## config.mk

```make
export PLATFORM = sky130hd
export DESIGN_NAME = port_irq_filter
export DESIGN_NICKNAME = d
export VERILOG_FILES = /design/src/rtl/port_irq_pkg.sv /design/src/rtl/pin_sync.sv /design/src/rtl/pin_edge_filter.sv /design/src/rtl/port_irq_filter.sv
export SDC_FILE = /design/constraint.sdc
export NUM_CORES = 1
export LEC_CHECK = 0
export BUFFER_PORTS_ARGS = -buffer_cell sky130_fd_sc_hd__buf_2
export CAP_MARGIN = 10
export CORE_UTILIZATION = 57
export DETAILED_ROUTE_END_ITERATION = 10
export PLACE_DENSITY = 0.91
export SYNTH_ARGS = -nofsm -noshare
export SYNTH_HDL_FRONTEND = slang
export SYNTH_SLANG_ARGS = --single-unit
```

## constraint.sdc

```tcl
create_clock -name clk -period 2 [get_ports clk]
set_clock_uncertainty 0.05 [all_clocks]
set_input_delay 0.2 -clock clk [delete_from_list [all_inputs] [get_ports clk]]
set_output_delay 0.2 -clock clk [all_outputs]
set_load 0.01 [all_outputs]
```

## src/rtl/port_irq_pkg.sv

```systemverilog
package port_irq_pkg;
    typedef enum logic [1:0] {
        SEL_ENABLE   = 2'd0,
        SEL_POLARITY = 2'd1,
        SEL_CLEAR    = 2'd2,
        SEL_NONE     = 2'd3
    } wr_sel_e;
endpackage

```

## src/rtl/pin_sync.sv

```systemverilog
module pin_sync #(
    parameter int W = 8
) (
    input  logic         clk,
    input  logic         rst_n,
    input  logic [W-1:0] raw_i,
    output logic [W-1:0] sync_o
);
    typedef struct packed {
        logic [W-1:0] s1;
        logic [W-1:0] s2;
    } sync_t;

    sync_t st_d, st_q;

    always_comb begin
        st_d.s1 = raw_i;
        st_d.s2 = st_q.s1;
    end

    always_ff @(posedge clk or negedge rst_n) begin
        if (!rst_n) st_q <= '0;
        else        st_q <= st_d;
    end

    assign sync_o = st_q.s2;


    sync_delay_chk: assert property (@(posedge clk) disable iff (!rst_n)
        st_q.s2 == $past(st_q.s1));
endmodule

```

## src/rtl/pin_edge_filter.sv

```systemverilog
module pin_edge_filter #(
    parameter int QUAL = 4
) (
    input  logic clk,
    input  logic rst_n,
    input  logic adv_i,
    input  logic lvl_i,
    input  logic pol_i,
    output logic edge_o,
    output logic busy_o
);
    localparam int CNT_W = $clog2(QUAL + 2);
    localparam logic [CNT_W-1:0] SAT = CNT_W'(QUAL + 1);
    localparam logic [CNT_W-1:0] QV  = CNT_W'(QUAL);

    typedef struct packed {
        logic             last;
        logic [CNT_W-1:0] run;
        logic             armed;
    } filt_t;

    filt_t st_d, st_q;
    logic active;
    logic [CNT_W-1:0] nrun;

    always_comb begin
        st_d   = st_q;
        edge_o = 1'b0;
        active = pol_i ? lvl_i : ~lvl_i;
        nrun   = '0;
        if (adv_i) begin
            if (lvl_i == st_q.last)
                nrun = (st_q.run == SAT) ? SAT : st_q.run + 1'b1;
            else
                nrun = CNT_W'(1);
            st_d.last = lvl_i;
            st_d.run  = nrun;
            if (!active && nrun >= QV)
                st_d.armed = 1'b1;
            if (active && st_q.armed && nrun == QV) begin
                edge_o     = 1'b1;
                st_d.armed = 1'b0;
            end
        end
        busy_o = (st_q.run <= QV) || (lvl_i != st_q.last);
    end

    always_ff @(posedge clk or negedge rst_n) begin
        if (!rst_n) st_q <= '0;
        else        st_q <= st_d;
    end


    frozen_chk: assert property (@(posedge clk) disable iff (!rst_n)
        !adv_i |=> $stable(st_q));

    no_overflow_chk: assert property (@(posedge clk) disable iff (!rst_n)
        st_q.run <= SAT);

    disarm_chk: assert property (@(posedge clk) disable iff (!rst_n)
        edge_o |=> !st_q.armed);
endmodule

```

## src/rtl/port_irq_filter.sv

```systemverilog
module port_irq_filter
    import port_irq_pkg::*;
#(
    parameter int NPINS = 8,
    parameter int QUAL  = 4
) (
    input  logic             clk,
    input  logic             rst_n,
    input  logic             stop_mode,
    input  logic             slow_tick,
    input  logic [NPINS-1:0] pin_in,
    input  logic             wr_en,
    input  logic [1:0]       wr_sel,
    input  logic [NPINS-1:0] wr_data,
    output logic [NPINS-1:0] ien_o,
    output logic [NPINS-1:0] pol_o,
    output logic [NPINS-1:0] flag_o,
    output logic             irq_o,
    output logic             clk_req_o
);
    typedef struct packed {
        logic [NPINS-1:0] ien;
        logic [NPINS-1:0] pol;
        logic [NPINS-1:0] flag;
    } regs_t;

    regs_t st_d, st_q;
    logic [NPINS-1:0] lvl, edge_v, busy_v;
    logic adv;

    assign adv = stop_mode ? slow_tick : 1'b1;

    pin_sync #(.W(NPINS)) sync_i (
        .clk    (clk),
        .rst_n  (rst_n),
        .raw_i  (pin_in),
        .sync_o (lvl)
    );

    for (genvar i = 0; i < NPINS; i++) begin : g_pin
        pin_edge_filter #(.QUAL(QUAL)) filt_i (
            .clk    (clk),
            .rst_n  (rst_n),
            .adv_i  (adv),
            .lvl_i  (lvl[i]),
            .pol_i  (st_q.pol[i]),
            .edge_o (edge_v[i]),
            .busy_o (busy_v[i])
        );
    end

    always_comb begin
        st_d = st_q;
        if (wr_en) begin
            case (wr_sel_e'(wr_sel))
                SEL_ENABLE:   st_d.ien  = wr_data;
                SEL_POLARITY: st_d.pol  = wr_data;
                SEL_CLEAR:    st_d.flag = st_q.flag & ~wr_data;
                default:      ;
            endcase
        end
        st_d.flag = st_d.flag | (edge_v & st_q.ien);
    end

    always_ff @(posedge clk or negedge rst_n) begin
        if (!rst_n) st_q <= '0;
        else        st_q <= st_d;
    end

    assign ien_o     = st_q.ien;
    assign pol_o     = st_q.pol;
    assign flag_o    = st_q.flag;
    assign irq_o     = |(st_q.flag & st_q.ien);
    assign clk_req_o = |(busy_v & st_q.ien & ~st_q.flag);


    flag_fall_chk: assert property (@(posedge clk) disable iff (!rst_n)
        (($past(st_q.flag) & ~st_q.flag) != '0) |-> $past(wr_en && wr_sel == SEL_CLEAR));

    flag_needs_en_chk: assert property (@(posedge clk) disable iff (!rst_n)
        (st_q.flag & ~$past(st_q.flag) & ~$past(st_q.ien)) == '0);

    irq_src_chk: assert property (@(posedge clk) disable iff (!rst_n)
        irq_o |-> (st_q.flag != '0));
endmodule

```

==> impl_metrics.yaml <==
job:
  cap_violations: 0
setup_path:
  cp_max_fo: 4
  cp_data_required_time_ns: 1.75
  reg2reg_depth: 6
  crit_path_start_kind: "register"
  worstPathArrival_ns: 1.86
  r2r-start: "g_pin[4].filt_i.st_q[4]"
  r2r_slack_ns: 0.32
  endpoint_kind: "primary output"
  crit_type: "register to primary output"
  timing.rr.end: "g_pin[4].filt_i.st_q[0]"
global_route:
  grtUsageTotal_pct: 26.32
  grt_max_degree: 52
  gr-total-overflow: 0
  grt_pass1_wl_um: 13000
  antenna_found_initial: 0
  grt_pass1_vias: 2827
power:
  leakage_uw: 0.002055
  power.density_nw_per_um2: 1148
  vdd_ir_drop_max_mv: 0.8752
timing:
  whs_ns: 0.05936
  timing.final.max_slew_violations: 0
  rsz0062_at_grt: "yes"
  worstMarginPinSlew_ns: 0.5386
  period_minus_slack_ns: 2.106
  max_freq_mhz: 474.8
  setup_violations: 1
  relSlewSlack_pct: 63.98
  setup_ws_ns: -0.1061
  hold_violations: 0
  period_share_pct: 105.3
synth:
  ys_warn_count: 0
  yosysMostFrequentCell: "dfrtp_1"
  ys_ff_latch: 80
  synth_fp_nets: 369
  async_flop_share_pct: 100.0
  synth_edf_count: 0
  synthTopCellsByArea: "dfrtp_1, mux2_2, o21ai_0, nand2_1, a21oi_1"
  yosysUniqueCellTypes: 38
  synth_cells: 346
  synth_commonest_cells: "dfrtp_1, nand2_1, o21ai_0"
  synth_seq_area_share_pct: 54.64
  synth_top_area_share_pct: 54.64
  synth_area_leader_cell: "dfrtp_1"
  ys.flop_type: "dfrtp_1"
  syn_area_um2: 3664
  syn_avg_cell_area_um2: 10.59
die:
  fp.dieH_um: 82.17
  core_area_um2: 6061
  io_pins: 49
  start_util_pct: 60.45
  dieWidth_um: 82.17
  rows: 28
  dieArea_um2: 6752
clocking:
  cts_tree: "yes"
  h-tree-depth: 3
  worstSkewPairLatency_ns: 0.35
  numCtsBuffers: 9
  cts-root-buf: "clkbuf_8"
  clk_pin_slew_ns: 0.07
  numClockSinks: 80
  clk_path_buf_depth: 2
placed_design:
  dp_hpwl_um: 5325
  portBuffers: 48
  gp_congestion: 0.8435
  placed_cell_area_um2: 3961
worst_hold_path:
  hold_depth: 2
  min_from: "wr_data[7]"
  hold-path-endpoint: "ien_o[7]"
  hold_path.class: "input pin to register"
outcome:
  outcome: "complete, but fails checks"
  violations: "setup timing"
drt:
  routedWlPerCell_um: 16.41
  ant_nets: 0
  viasPerCell: 5.936
  drtPass1Iterations: 4
  drc_errors: 0
  drt-total-wl_um: 8156
  via_count: 2950
  drt-initial-drc-count: 224
finish:
  areaGrowthSynthToFinish_pct: 19.74
  drive_gt1_share_pct: 27.49
  final_cell_area_um2: 4387
  final_net_count: 441
  num_antenna_cells: 0
[worst max-delay path by stage]
stage                            start         to  slack (ns)
4_1_cts               sync_i.sync_o[3]  clk_req_o        -0.1
2_1_floorplan         sync_i.sync_o[2]  clk_req_o        0.40
6_report       g_pin[3].filt_i.st_q[4]  clk_req_o       -0.11
3_5_place_dp          sync_i.sync_o[3]  clk_req_o        0.20
5_1_grt        g_pin[4].filt_i.st_q[2]  clk_req_o       -0.17
3_3_place_gp          sync_i.sync_o[3]  clk_req_o        0.22
[flip-flops by register name (all words and copies together) (netlist names)]
signal / cells
sync_i.st_d: 8
pol_o: 8
flag_o: 8
ien_o: 8
g_pin.filt_i.st_q: 40
sync_i.sync_o: 8
[repair_timing]
| item | 4_1_cts | 5_1_grt |
|---|---|---|
| setup buffers | 11 | 3 |
| resized for setup | 8 | 6 |
| hold endpoints to repair | 37 | 0 |
| setup endpoints to repair | 1 | 1 |
| gates cloned | 0 | 0 |
| hold buffers | 9 | 0 |
| pin swaps | 8 | 6 |
[cell families (layout without fill, tap and decap cells)]
family	after synthesis	in the layout	synth area share, %
AOI/OAI and AO/OA	98	98	17.28
xor gates and xnor gates	18	18	4.303
buffers and inverters	21	97	3.108
DFF	80	80	54.64
muxes	22	22	6.762
and+or+nand+nor	107	107	13.90
[critical path, cell delays in order (launching register included)]
cell,delay (ns)
dfrtp_1,0.42
xor2_2,0.20
o21ai_1,0.17
nand4_1,0.14
or4_4,0.44
buf_6,0.14
[layer usage]
layer  GRT usage [%]  wire length (um)  part of all wire, %
met5               0                 0                    0
met4           9.649               170                  2.1
met3           8.901               450                  5.5
met2           45.45              4173                   51
met1           30.26              3361                   41
[power breakdown]
| part | switching [uW] | internal [uW] | total (uW) |
|---|---|---|---|
| Combinational | 729 | 687 | 1420 |
| Sequential | 462 | 2010 | 2470 |
| Clock | 557 | 598 | 1150 |
[per-stage QoR]
stage / util [%] / setup TNS [ns] / total power (uW) / instances / worst slack (ns)
finish: 72.38 / -0.1061 / 5037 / 497 / -0.1061
global route: 72.38 / -0.1710 / 5341 / 497 / -0.1710
CTS: 71.78 / -0.09566 / 4989 / 494 / -0.09566
detailed placement: 65.36 / 0 / 3782 / 459 / 0.2037
global placement: 65.36 / 0 / 3683 / 459 / 0.2243
floorplan: - / 0 / 3364 / 346 / 0.3955
[cells in the final DEF (no fill, tap or decap), types with 2 or more instances in the layout]
master         instances
a21boi_0               5
a21o_1                 5
a21oi_1               20
a22oi_1                4
a31oi_1                3
a32o_1                 6
a41o_1                 6
and2_1                 6
and3_1                 6
buf_2                 46
buf_4                 19
clkbuf_8              10
clkinv_2               3
dfrtp_1               77
dfrtp_2                3
dlygate4sd3_1          9
inv_1                  6
mux2_2                22
nand2_1               44
nand2b_1               3
nand3_1                6
nand4_1                3
nor2_1                23
nor2b_1                6
nor3b_1                2
o21ai_0               29
o21ai_1                8
o2bb2ai_1              4
o32ai_1                5
or4_4                  2
xnor2_1               10
xor2_1                 4
xor2_2                 4
[cell type report]
class	instances	area, um2
sequential	80	2006
fill	417	1674
multi-input combinational	245	1584
timing repair buffer	76	494.2
clock buffer	11	141.4
tap	75	93.84
clock inverter	4	45.04
inverter	6	22.52
(Power assumes the default switching activity.)
